### config.mk
export PLATFORM = sky130hd
export DESIGN_NAME = dram_slot_seq
export DESIGN_NICKNAME = d
export VERILOG_FILES = /design/src/rtl/dram_seq_pkg.sv /design/src/rtl/dram_seq_phase.sv /design/src/rtl/dram_seq_arbiter.sv /design/src/rtl/dram_seq_datapath.sv /design/src/rtl/dram_slot_seq.sv
export SDC_FILE = /design/constraint.sdc
export NUM_CORES = 1
export LEC_CHECK = 0
export ABC_AREA = 1
export BUFFER_PORTS_ARGS = -buffer_cell sky130_fd_sc_hd__buf_2
export CORE_ASPECT_RATIO = 0.6
export CORE_UTILIZATION = 50
export CTS_CLUSTER_SIZE = 40
export DETAILED_ROUTE_END_ITERATION = 12
export PLACE_DENSITY_LB_ADDON = 0.05
export SLEW_MARGIN = 20
export SYNTH_ARGS = -nofsm -noshare
export SYNTH_HDL_FRONTEND = slang
export SYNTH_HIERARCHICAL = 1
export SYNTH_SLANG_ARGS = --single-unit
export TNS_END_PERCENT = 30
### constraint.sdc
create_clock -name clk -period 1.8 [get_ports clk]
set_input_delay 0.09 -clock clk [delete_from_list [all_inputs] [get_ports clk]]
set_output_delay 0.09 -clock clk [all_outputs]
set_load 0.005 [all_outputs]
### src/rtl/dram_seq_pkg.sv
package dram_seq_pkg;

  localparam int SUB_N = 8;
  localparam int SUB_W = $clog2(SUB_N);

  localparam logic [SUB_W-1:0] SUB_LATCH   = SUB_W'(0);
  localparam logic [SUB_W-1:0] SUB_RAS_ON  = SUB_W'(1);
  localparam logic [SUB_W-1:0] SUB_CAS1_ON = SUB_W'(2);
  localparam logic [SUB_W-1:0] SUB_CAP_LO  = SUB_W'(3);
  localparam logic [SUB_W-1:0] SUB_COL2    = SUB_W'(4);
  localparam logic [SUB_W-1:0] SUB_CAS2_ON = SUB_W'(5);
  localparam logic [SUB_W-1:0] SUB_CAP_HI  = SUB_W'(6);
  localparam logic [SUB_W-1:0] SUB_LAST    = SUB_W'(SUB_N - 1);

  localparam logic [1:0] MODE_SHARED  = 2'b00;
  localparam logic [1:0] MODE_CPU_ALL = 2'b01;

  typedef enum logic [1:0] {
    SLOT_IDLE = 2'd0,
    SLOT_VID  = 2'd1,
    SLOT_CPU  = 2'd2
  } slot_kind_e;

  // row strobe frame: sub-cycles 1..6
  function automatic logic ras_low(input logic [SUB_W-1:0] s);
    return (s >= SUB_RAS_ON) && (s <= SUB_CAP_HI);
  endfunction

  // two column strobes: 2..3 and 5..6
  function automatic logic cas_low(input logic [SUB_W-1:0] s);
    return ((s >= SUB_CAS1_ON) && (s < SUB_COL2)) ||
           ((s >= SUB_CAS2_ON) && (s <= SUB_CAP_HI));
  endfunction

  function automatic logic second_nibble(input logic [SUB_W-1:0] s);
    return s >= SUB_COL2;
  endfunction

  function automatic logic write_window(input logic [SUB_W-1:0] s);
    return (s >= SUB_CAS1_ON) && (s <= SUB_CAP_HI);
  endfunction

  function automatic slot_kind_e pick_kind(input logic [1:0] mode, input logic odd);
    if (mode == MODE_CPU_ALL) return SLOT_CPU;
    if (!odd)                 return SLOT_VID;
    if (mode == MODE_SHARED)  return SLOT_CPU;
    return SLOT_IDLE;
  endfunction

endpackage

### src/rtl/dram_seq_phase.sv
module dram_seq_phase
  import dram_seq_pkg::*;
(
  input  logic             clk,
  input  logic             rst_n,
  output logic [SUB_W-1:0] sub_o,
  output logic             odd_o,
  output logic             latch_evt_o,
  output logic             end_evt_o
);

  logic [SUB_W-1:0] sub_q;
  logic             odd_q;

  always_ff @(posedge clk or negedge rst_n) begin
    if (!rst_n) begin
      sub_q <= SUB_LATCH;
      odd_q <= 1'b0;
    end else begin
      sub_q <= (sub_q == SUB_LAST) ? SUB_LATCH : sub_q + SUB_W'(1);
      if (sub_q == SUB_LATCH) odd_q <= ~odd_q;
    end
  end

  assign sub_o       = sub_q;
  assign odd_o       = odd_q;
  assign latch_evt_o = (sub_q == SUB_LATCH);
  assign end_evt_o   = (sub_q == SUB_LAST);

endmodule

### src/rtl/dram_seq_arbiter.sv
module dram_seq_arbiter
  import dram_seq_pkg::*;
#(
  parameter int ADDR_W = 16,
  parameter int DATA_W = 8
) (
  input  logic              clk,
  input  logic              rst_n,
  input  logic              latch_evt_i,
  input  logic              odd_i,
  input  logic [1:0]        mode_i,
  input  logic [ADDR_W-1:0] cpu_addr_i,
  input  logic              cpu_we_i,
  input  logic [DATA_W-1:0] cpu_wdata_i,
  input  logic [ADDR_W-1:0] vid_addr_i,
  output slot_kind_e        kind_o,
  output logic [ADDR_W-1:0] addr_o,
  output logic              we_o,
  output logic [DATA_W-1:0] wdata_o
);

  slot_kind_e next_kind;
  assign next_kind = pick_kind(mode_i, odd_i);

  always_ff @(posedge clk or negedge rst_n) begin
    if (!rst_n) begin
      kind_o  <= SLOT_IDLE;
      addr_o  <= '0;
      we_o    <= 1'b0;
      wdata_o <= '0;
    end else if (latch_evt_i) begin
      kind_o  <= next_kind;
      addr_o  <= (next_kind == SLOT_CPU) ? cpu_addr_i : vid_addr_i;
      we_o    <= (next_kind == SLOT_CPU) && cpu_we_i;
      wdata_o <= cpu_wdata_i;
    end
  end

endmodule

### src/rtl/dram_seq_datapath.sv
module dram_seq_datapath
  import dram_seq_pkg::*;
#(
  parameter int ADDR_W = 16,
  parameter int DATA_W = 8,
  localparam int RA_W  = ADDR_W / 2,
  localparam int NIB_W = DATA_W / 2
) (
  input  logic              clk,
  input  logic              rst_n,
  input  logic [SUB_W-1:0]  sub_i,
  input  slot_kind_e        kind_i,
  input  logic [ADDR_W-1:0] addr_i,
  input  logic              we_i,
  input  logic [DATA_W-1:0] wdata_i,
  input  logic [NIB_W-1:0]  ram_dq_i,
  output logic              ras_n_o,
  output logic              cas_n_o,
  output logic              we_n_o,
  output logic [RA_W-1:0]   ram_a_o,
  output logic [NIB_W-1:0]  ram_dq_o,
  output logic              ram_dq_oe_o,
  output logic [DATA_W-1:0] cpu_rdata_o,
  output logic [DATA_W-1:0] vid_data_o
);

  logic             access;
  logic             drive;
  logic             cap_lo_evt;
  logic             cap_hi_evt;
  logic             lsb_unused;
  logic [NIB_W-1:0] lo_q;

  assign access     = (kind_i != SLOT_IDLE);
  assign drive      = access && (kind_i == SLOT_CPU) && we_i && write_window(sub_i);
  assign cap_lo_evt = access && (sub_i == SUB_CAP_LO);
  assign cap_hi_evt = access && (sub_i == SUB_CAP_HI);
  assign lsb_unused = addr_i[0];

  assign ras_n_o     = !(access && ras_low(sub_i));
  assign cas_n_o     = !(access && cas_low(sub_i));
  assign we_n_o      = !drive;
  assign ram_dq_oe_o = drive;
  assign ram_a_o     = (sub_i <= SUB_RAS_ON) ? addr_i[ADDR_W-1 -: RA_W]
                                             : {addr_i[RA_W-1:1], second_nibble(sub_i)};
  assign ram_dq_o    = second_nibble(sub_i) ? wdata_i[DATA_W-1 -: NIB_W]
                                            : wdata_i[NIB_W-1:0];

  always_ff @(posedge clk or negedge rst_n) begin
    if (!rst_n) begin
      lo_q        <= '0;
      cpu_rdata_o <= '0;
      vid_data_o  <= '0;
    end else begin
      if (cap_lo_evt) lo_q <= ram_dq_i;
      if (cap_hi_evt && kind_i == SLOT_VID) vid_data_o <= {ram_dq_i, lo_q};
      if (cap_hi_evt && kind_i == SLOT_CPU && !we_i) cpu_rdata_o <= {ram_dq_i, lo_q};
    end
  end

endmodule

### src/rtl/dram_slot_seq.sv
module dram_slot_seq
  import dram_seq_pkg::*;
#(
  parameter int ADDR_W = 16,
  parameter int DATA_W = 8,
  localparam int RA_W  = ADDR_W / 2,
  localparam int NIB_W = DATA_W / 2
) (
  input  logic              clk,
  input  logic              rst_n,
  input  logic [1:0]        mode_i,
  input  logic [ADDR_W-1:0] cpu_addr_i,
  input  logic              cpu_we_i,
  input  logic [DATA_W-1:0] cpu_wdata_i,
  output logic              cpu_ce_o,
  output logic [DATA_W-1:0] cpu_rdata_o,
  input  logic [ADDR_W-1:0] vid_addr_i,
  output logic              vid_valid_o,
  output logic [DATA_W-1:0] vid_data_o,
  output logic [RA_W-1:0]   ram_a_o,
  output logic              ram_ras_n_o,
  output logic              ram_cas_n_o,
  output logic              ram_we_n_o,
  output logic [NIB_W-1:0]  ram_dq_o,
  output logic              ram_dq_oe_o,
  input  logic [NIB_W-1:0]  ram_dq_i
);

  logic [SUB_W-1:0]  sub;
  logic              odd;
  logic              latch_evt;
  logic              end_evt;
  slot_kind_e        kind;
  logic [ADDR_W-1:0] slot_addr;
  logic              slot_we;
  logic [DATA_W-1:0] slot_wdata;

  dram_seq_phase u_phase (
    .clk         (clk),
    .rst_n       (rst_n),
    .sub_o       (sub),
    .odd_o       (odd),
    .latch_evt_o (latch_evt),
    .end_evt_o   (end_evt)
  );

  dram_seq_arbiter #(.ADDR_W(ADDR_W), .DATA_W(DATA_W)) u_arb (
    .clk         (clk),
    .rst_n       (rst_n),
    .latch_evt_i (latch_evt),
    .odd_i       (odd),
    .mode_i      (mode_i),
    .cpu_addr_i  (cpu_addr_i),
    .cpu_we_i    (cpu_we_i),
    .cpu_wdata_i (cpu_wdata_i),
    .vid_addr_i  (vid_addr_i),
    .kind_o      (kind),
    .addr_o      (slot_addr),
    .we_o        (slot_we),
    .wdata_o     (slot_wdata)
  );

  dram_seq_datapath #(.ADDR_W(ADDR_W), .DATA_W(DATA_W)) u_dp (
    .clk         (clk),
    .rst_n       (rst_n),
    .sub_i       (sub),
    .kind_i      (kind),
    .addr_i      (slot_addr),
    .we_i        (slot_we),
    .wdata_i     (slot_wdata),
    .ram_dq_i    (ram_dq_i),
    .ras_n_o     (ram_ras_n_o),
    .cas_n_o     (ram_cas_n_o),
    .we_n_o      (ram_we_n_o),
    .ram_a_o     (ram_a_o),
    .ram_dq_o    (ram_dq_o),
    .ram_dq_oe_o (ram_dq_oe_o),
    .cpu_rdata_o (cpu_rdata_o),
    .vid_data_o  (vid_data_o)
  );

  assign cpu_ce_o    = end_evt && (kind == SLOT_CPU);
  assign vid_valid_o = end_evt && (kind == SLOT_VID);

endmodule

==> metrics.md, run 1 <==
| Metric | Value |
|---|---|
| PD cells | a little under 700 mW/mm^2 |
| DRT antenna net count | 0 |
| Core Region | 0.00513 sq mm |
| Largest net degree at the start of global routing | 51 |
| Comb pwr share | approximately 16% |
| Skew final | 0.00482 ns |
| Slew @ Worst Pin | roughly 0.63 ns |
| CTS-repair resized insts | 0 |
| Overall routed net length | 5930 um |
| DRT Pass-1 Iters | 4 |
| Initial Utilization | 52.7% |
| Worst Setup Start Kind | flop |
| Root Buffer | clkbuf_8 |
| Post-Syn Area | 0.00271 sq mm |
| GRT Overall Usage | 21.9% |
| # rows | 20 |
| Initial DRC Count | 143 |
| H-Tree Depth | 2 |
| Post-Syn Instances | 340 |
| Post-DP HPWL | ~4300 um |
| CTS max path bufs | 2 |
| Total gr overflow | 0 |
| Tmin final | around 1.6 ns |
| Die W | 97.0 um |
| Drt wl/cell | around 12 um |
| Syn Area/Cell | 7.96 sq um |
| LEAKAGE | roughly 1.9 nW |
| Dpl ws | 0.328 ns |
| CTS tree | built |
| Final setup vio count | 0 |
| DIE AREA | ~0.0057 sq mm |
| Gpl congestion | ~0.80 |
| Final hold violation count | 0 |
| Post-DR vias/cell | 4.65 |
| Max Slew Vio Count | 0 |
| Skew-Pair Late Insertion Delay | 0.30 ns |
| Via count | roughly 2300 |
| CP Cell Sequence | inv_1 -> nand2_2 -> inv_1 -> nand2_1 -> nand2_1 -> buf_2 |
| Clock share of power | 27.6% |
| Fill cells | 485 |
| Max_cap viols | 0 |
| Status | finished clean |
| Die Y | between 50 and 60 um |
| Slew headroom | 58.0% |
| TNS Setup | 0 ns |
| Net switching power figure | 0.617 mW |
| CP Data Arrival Time | 1.56 ns |
| Residual DRC count | 0 |
| Antenna violations before repair | 0 |
| Reg clk slew, reported paths | 0.08 ns |
| Sink Count | 50 |
| P&R area growth vs syn | 21.4% |
| Cell Int Power | ~1.6 mW |
| PnR worst setup slack | 0.151 ns |
| Vias in the first global route | between 2000 and 2500 |
| Max incr delay on CP | around 0.47 ns |
| FMAX | just over 0.6 GHz |
| NumNets Final | 481 |
| Layout cell share with drive strength beyond 1 | 31.0% |
| Critical Path End Type | primary output |
| Crit share post-route | 91.6% |
| Top-level I/O count | 83 |
| Seq pwr share | 56.3% |
| First-pass GRT wire length | 9760 um |
| Antenna Cells | 0 |
| Max VDD drop | just over 300 uV |
| Crit path max fanout | 10 |
| Syn Nets | 392 |
| Port-buffer cells | 80 |
| Required time at the worst-slack endpoint | approximately 1.7 ns |
| Slowest stage cell, crit path | dfrtp_1 |
| Crit path kind | reg -> out |
| CTS buffer count | 5 |
| Min-delay worst type | in -> reg |
| Yosys Warn Count | 6 |
| Sw Ratio | 27.3% |
| RSZ-0062 raised after global routing | false |
==> worst max-delay path: cells and delay by family (launching register included) <==
kind	cells	cell delay, ns
simple gates	3	0.34
flops	1	0.47
buf+inv	3	0.46
==> sequential cells by signal, indices dropped and copies added (netlist names) <==
signal            flops
u_arb/addr_o         15
u_dp/lo_q             4
u_dp/cpu_rdata_o      8
u_dp/vid_data_o       8
u_arb/wdata_o         8
u_arb/kind_o          2
u_phase/odd_o         1
u_arb/we_o            1
u_phase/sub_o         3
==> power by group through the flow <==
stage | combinational [mW] | sequential, mW | clock, mW
floorplan | 0.187 | 1.29 | 0
global placement | 0.347 | 1.29 | 0
detailed placement | 0.355 | 1.29 | 0
CTS | 0.368 | 1.27 | 0.633
global route | 0.413 | 1.29 | 0.684
finish | 0.365 | 1.27 | 0.624
==> per-stage QoR <==
| step | hold slack (ns) | cells | power (mW) | utilization, % | cell area (sq um) |
|---|---|---|---|---|---|
| detailed placement | 0.241 | 480 | 1.65 | 60.9 | 3130 |
| finish | 0.0245 | 495 | 2.26 | 64.0 | 3280 |
| global route | 0.0334 | 495 | 2.38 | 64.0 | 3280 |
| floorplan | -0.206 | 340 | 1.48 | - | 2710 |
| global placement | 0.235 | 480 | 1.64 | 60.9 | 3130 |
| CTS | 0.0107 | 495 | 2.27 | 64.0 | 3280 |
==> final timing paths <==
kind	startpoint	endpoint	slack, ns	cells after the start
max	u_phase/sub_o[1]$_DFF_PN0_	ram_a_o[2]	0.15	6
min reg2reg	u_dp/vid_data_o[1]$_DFFE_PN0P_	u_dp/vid_data_o[1]$_DFFE_PN0P_	0.47	2
max reg2reg	u_phase/sub_o[1]$_DFF_PN0_	u_arb/addr_o[4]$_DFFE_PN0P_	0.31	8
min	cpu_wdata_i[2]	u_arb/wdata_o[2]$_DFFE_PN0P_	0.02	3
max in group asynchronous	rst_n	u_dp/vid_data_o[7]$_DFFE_PN0P_	0.96	3
min in group asynchronous	rst_n	u_arb/addr_o[11]$_DFFE_PN0P_	0.42	3
==> metal layers <==
| metal | vias to the layer above | wire length (um) | track usage, % |
|---|---|---|---|
| met3 | 2 | 297 | 4.83 |
| met1 | 1024 | 3360 | 35.0 |
| met5 | - | 0 | 0 |
| met2 | 63 | 2260 | 30.3 |
| met4 | 0 | 19 | 3.84 |
| li1 | 1212 | - | - |
==> layout by cell type (no fill, tap or decap), drive strengths merged <==
master,n
dlygate4sd3,8
clkbuf,5
ha,3
nand3,55
buf,85
dfrtp,50
o211ai,1
a22o,1
nand2,166
inv,43
clkinv,2
nor2,9
or2,1
==> what timing repair did <==
action,in CTS,in global routing
hold buffers,8,0
setup buffers,0,0
endpoints found under the hold margin,57,0
setup endpoints to repair,0,0
==> area by class of cell <==
type / count / area (sq um) / area share, %
Inverter: 43 / 161 / 4.91
Multi-Input combinational cell: 236 / 1190 / 36.3
Sequential cell: 50 / 1250 / 38.1
Clock buffer: 5 / 68.8 / 2.10
Tap cell: 66 / 82.6 / 2.51
Clock inverter: 2 / 10.0 / 0.305
Timing Repair Buffer: 93 / 518 / 15.8
Note: power is estimated with default switching activity, not from simulation.
==> run 2: changes to the inputs <==
--- a/config.mk
+++ b/config.mk
@@ -5,11 +5,12 @@
 export SDC_FILE = /design/constraint.sdc
 export NUM_CORES = 1
 export LEC_CHECK = 0
-export ABC_AREA = 1
 export BUFFER_PORTS_ARGS = -buffer_cell sky130_fd_sc_hd__buf_2
+export CELL_PAD_IN_SITES_DETAIL_PLACEMENT = 2
+export CELL_PAD_IN_SITES_GLOBAL_PLACEMENT = 2
 export CORE_ASPECT_RATIO = 0.6
-export CORE_UTILIZATION = 50
-export CTS_CLUSTER_SIZE = 40
+export CORE_UTILIZATION = 31
+export CTS_CLUSTER_SIZE = 25
 export DETAILED_ROUTE_END_ITERATION = 12
 export PLACE_DENSITY_LB_ADDON = 0.05
 export SLEW_MARGIN = 20
==> run 2 against run 1 <==
Critical endpoint is now cpu_ce_o. Clock power is 70% higher. Die area up 38%. Highest routed layer unchanged. Critical path depth fell by 1. Final cell count is 21% lower. Hold slack better by 0.0066 ns. Largest power group unchanged. Utilization is 22 points lower. Combinational power decreased by 11%. Via count down 22%.
==> metrics.md, run 2 <==
| Metric | Value |
|---|---|
| Status | finished clean (unchanged) |
| Layout cell share with drive strength beyond 1 | 51.6% (was 31.0%) |
| Largest net degree at the start of global routing | 28 (was 51) |
| Final setup vio count | 0 (unchanged) |
| CTS max path bufs | 2 (unchanged) |
| FMAX | 0.582 GHz (was 0.607 GHz) |
| Post-DP HPWL | 4600 um (was 4260 um) |
| PD cells | 860 mW/mm^2 (was 689 mW/mm^2) |
| Placed inst area | 0.00291 sq mm (was 0.00313 sq mm) |
| Most common cell after layout, fill and taps aside | buf_2 (was nand2_1) |
| Metal3 WL | 288 um (was 297 um) |
| Post-Syn Area | 0.00234 sq mm (was 0.00271 sq mm) |
| # rows | 24 (was 20) |
| Vias in the first global route | 1888 (was 2048) |
| Slew headroom | 72.3% (was 58.0%) |
| Slew @ Worst Pin | 0.415 ns (was 0.630 ns) |
| Antenna Cells | 0 (unchanged) |
| Max_cap viols | 0 (unchanged) |
| Initial DRC Count | 36 (was 143) |
| Largest Register | u_arb/addr_o (unchanged) |
| Fill cells | 808 (was 485) |
| Via count | 1798 (was 2301) |
| Die Y | 69.3 um (was 59.0 um) |
| Sink Count | 50 (unchanged) |
| Max VDD drop | 352 uV (was 311 uV) |
| DIE AREA | 0.00790 sq mm (was 0.00572 sq mm) |
| Max Slew Vio Count | 0 (unchanged) |
| Skew final | 0.00486 ns (was 0.00482 ns) |
| First-pass GRT wire length | 10100 um (was 9760 um) |
| P&R area growth vs syn | 32.1% (was 21.4%) |
| Port-buffer cells | 80 (unchanged) |
| Final Cell Area | 0.00309 sq mm (was 0.00328 sq mm) |
| Skew-Pair Late Insertion Delay | 0.29 ns (was 0.30 ns) |
| Die W | 114 um (was 97.0 um) |
| DRT Pass-1 Iters | 10 (was 4) |
| Post-CTS Setup Bufs | 0 (unchanged) |
| Required time at the worst-slack endpoint | 1.71 ns (about the same) |
| GRT Overall Usage | 16.7% (was 21.9%) |
| Overall routed net length | 6100 um (was 5930 um) |
| Antenna violations before repair | 0 (unchanged) |
| Initial Utilization | 32.2% (was 52.7%) |
| Worst Setup Start Kind | flop (unchanged) |
| CP Data Arrival Time | 1.63 ns (was 1.56 ns) |
| Crit path max fanout | 5 (was 10) |
| Commonest cells after routing, fill and taps aside | 80 x buf_2, 49 x dfrtp_1, 33 x mux2_2 (was 141 x nand2_1, 80 x buf_2, 50 x dfrtp_1) |
| Gpl congestion | 0.676 (was 0.805) |
| Final hold violation count | 0 (unchanged) |
| Residual DRC count | 0 (unchanged) |
| Crit path kind | reg -> out (unchanged) |
| CTS buffer count | 5 (unchanged) |
| TNS Setup | 0 ns (unchanged) |
| Met1 wire length | 3140 um (was 3360 um) |
| Routed length on met2 | 2650 um (was 2260 um) |
| Post-Syn Instances | 195 (was 340) |
| Reg clk slew, reported paths | 0.07 ns (was 0.08 ns) |
| Largest register FFs | 15 (unchanged) |
| Syn Nets | 247 (was 392) |
| H-Tree Depth | 2 (unchanged) |
| NumNets Final | 338 (was 481) |
| Drt wl/cell | 15.6 um (was 12.0 um) |
| LEAKAGE | 1.51 nW (was 1.94 nW) |
| Sequential Area | 0.00125 sq mm (about the same) |
| Root Buffer | clkbuf_16 (was clkbuf_8) |
| Uppermost layer routed | met4 (unchanged) |
| Syn Area/Cell | 12.0 sq um (was 7.96 sq um) |
| Crit share post-route | 95.5% (was 91.6%) |
| CTS tree | built (unchanged) |
| Core Region | 0.00727 sq mm (was 0.00513 sq mm) |
| RSZ-0062 raised after global routing | false (unchanged) |
| Tmin final | 1.72 ns (was 1.65 ns) |
| Min-delay worst type | in -> reg (unchanged) |
| Top-level I/O count | 83 (unchanged) |
| DRT antenna net count | 0 (unchanged) |
| Critical Path End Type | primary output (unchanged) |
| Total gr overflow | 0 (unchanged) |
| Multi-input gate area in the final layout | 991 sq um (was 0.00119 sq mm) |
| Post-DR vias/cell | 4.60 (was 4.65) |
| Yosys Warn Count | 6 (unchanged) |
| Post-layout util | 42.5% (was 64.0%) |
run 2: where the power goes:
group | internal, mW | switching [mW] | total, mW
logic | 0.187 | 0.139 | 0.326
registers | 1.22 | 0.0526 | 1.27
clock network | 0.658 | 0.401 | 1.06
total | 2.06 | 0.593 | 2.65
run 2: cell type report:
type / count / area share (%)
Clock buffer: 7 / 4.30
Multi-Input combinational cell: 128 / 32.1
Timing Repair Buffer: 95 / 17.1
Tap cell: 104 / 4.22
Inverter: 6 / 0.730
Clock inverter: 1 / 0.973
Sequential cell: 50 / 40.6
run 2: path summary, 6_finish.rpt:
kind | start | to | slack, ns | cells past startpoint
setup / recovery | u_phase/sub_o[0]$_DFF_PN0_ | cpu_ce_o | 0.08 | 5
hold / removal | cpu_wdata_i[7] | u_arb/wdata_o[7]$_DFFE_PN0P_ | 0.03 | 2
setup reg to reg | u_phase/sub_o[1]$_DFF_PN0_ | u_dp/cpu_rdata_o[5]$_DFFE_PN0P_ | 0.13 | 4
hold reg to reg | u_dp/vid_data_o[4]$_DFFE_PN0P_ | u_dp/vid_data_o[4]$_DFFE_PN0P_ | 0.50 | 1
max in group asynchronous | rst_n | u_dp/cpu_rdata_o[1]$_DFFE_PN0P_ | 0.90 | 3
min in group asynchronous | rst_n | u_dp/vid_data_o[2]$_DFFE_PN0P_ | 0.27 | 2
run 2: critical path, stage by stage (launching register included):
cell and delay [ns]:
dfrtp_2 0.45, buf_4 0.17, ha_1 0.19, ha_1 0.22, and3b_1 0.18, buf_2 0.12
run 2: what timing repair did:
action	CTS	global route
hold endpoints to repair	15	0
hold buffers	1	0
pin swaps	0	0
gates resized for setup	1	1
setup endpoints to repair	7	2
run 2: through the flow:
stage	power (mW)	hold slack (ns)	setup slack, ns	std cells
2_1_floorplan	1.43	-0.206	0.0867	195
3_3_place_gp	1.61	0.0471	0.182	382
3_5_place_dp	1.62	0.0538	0.130	382
4_1_cts	2.71	0.0245	0.0475	391
5_1_grt	2.79	0.0246	0.0142	391
6_report	2.65	0.0311	0.0808	391
run 2: layer usage:
metal	global-route usage [%]	vias up
li1	-	853
met1	24.4	900
met2	24.4	42
met3	4.37	3
met4	4.33	0
met5	0	-
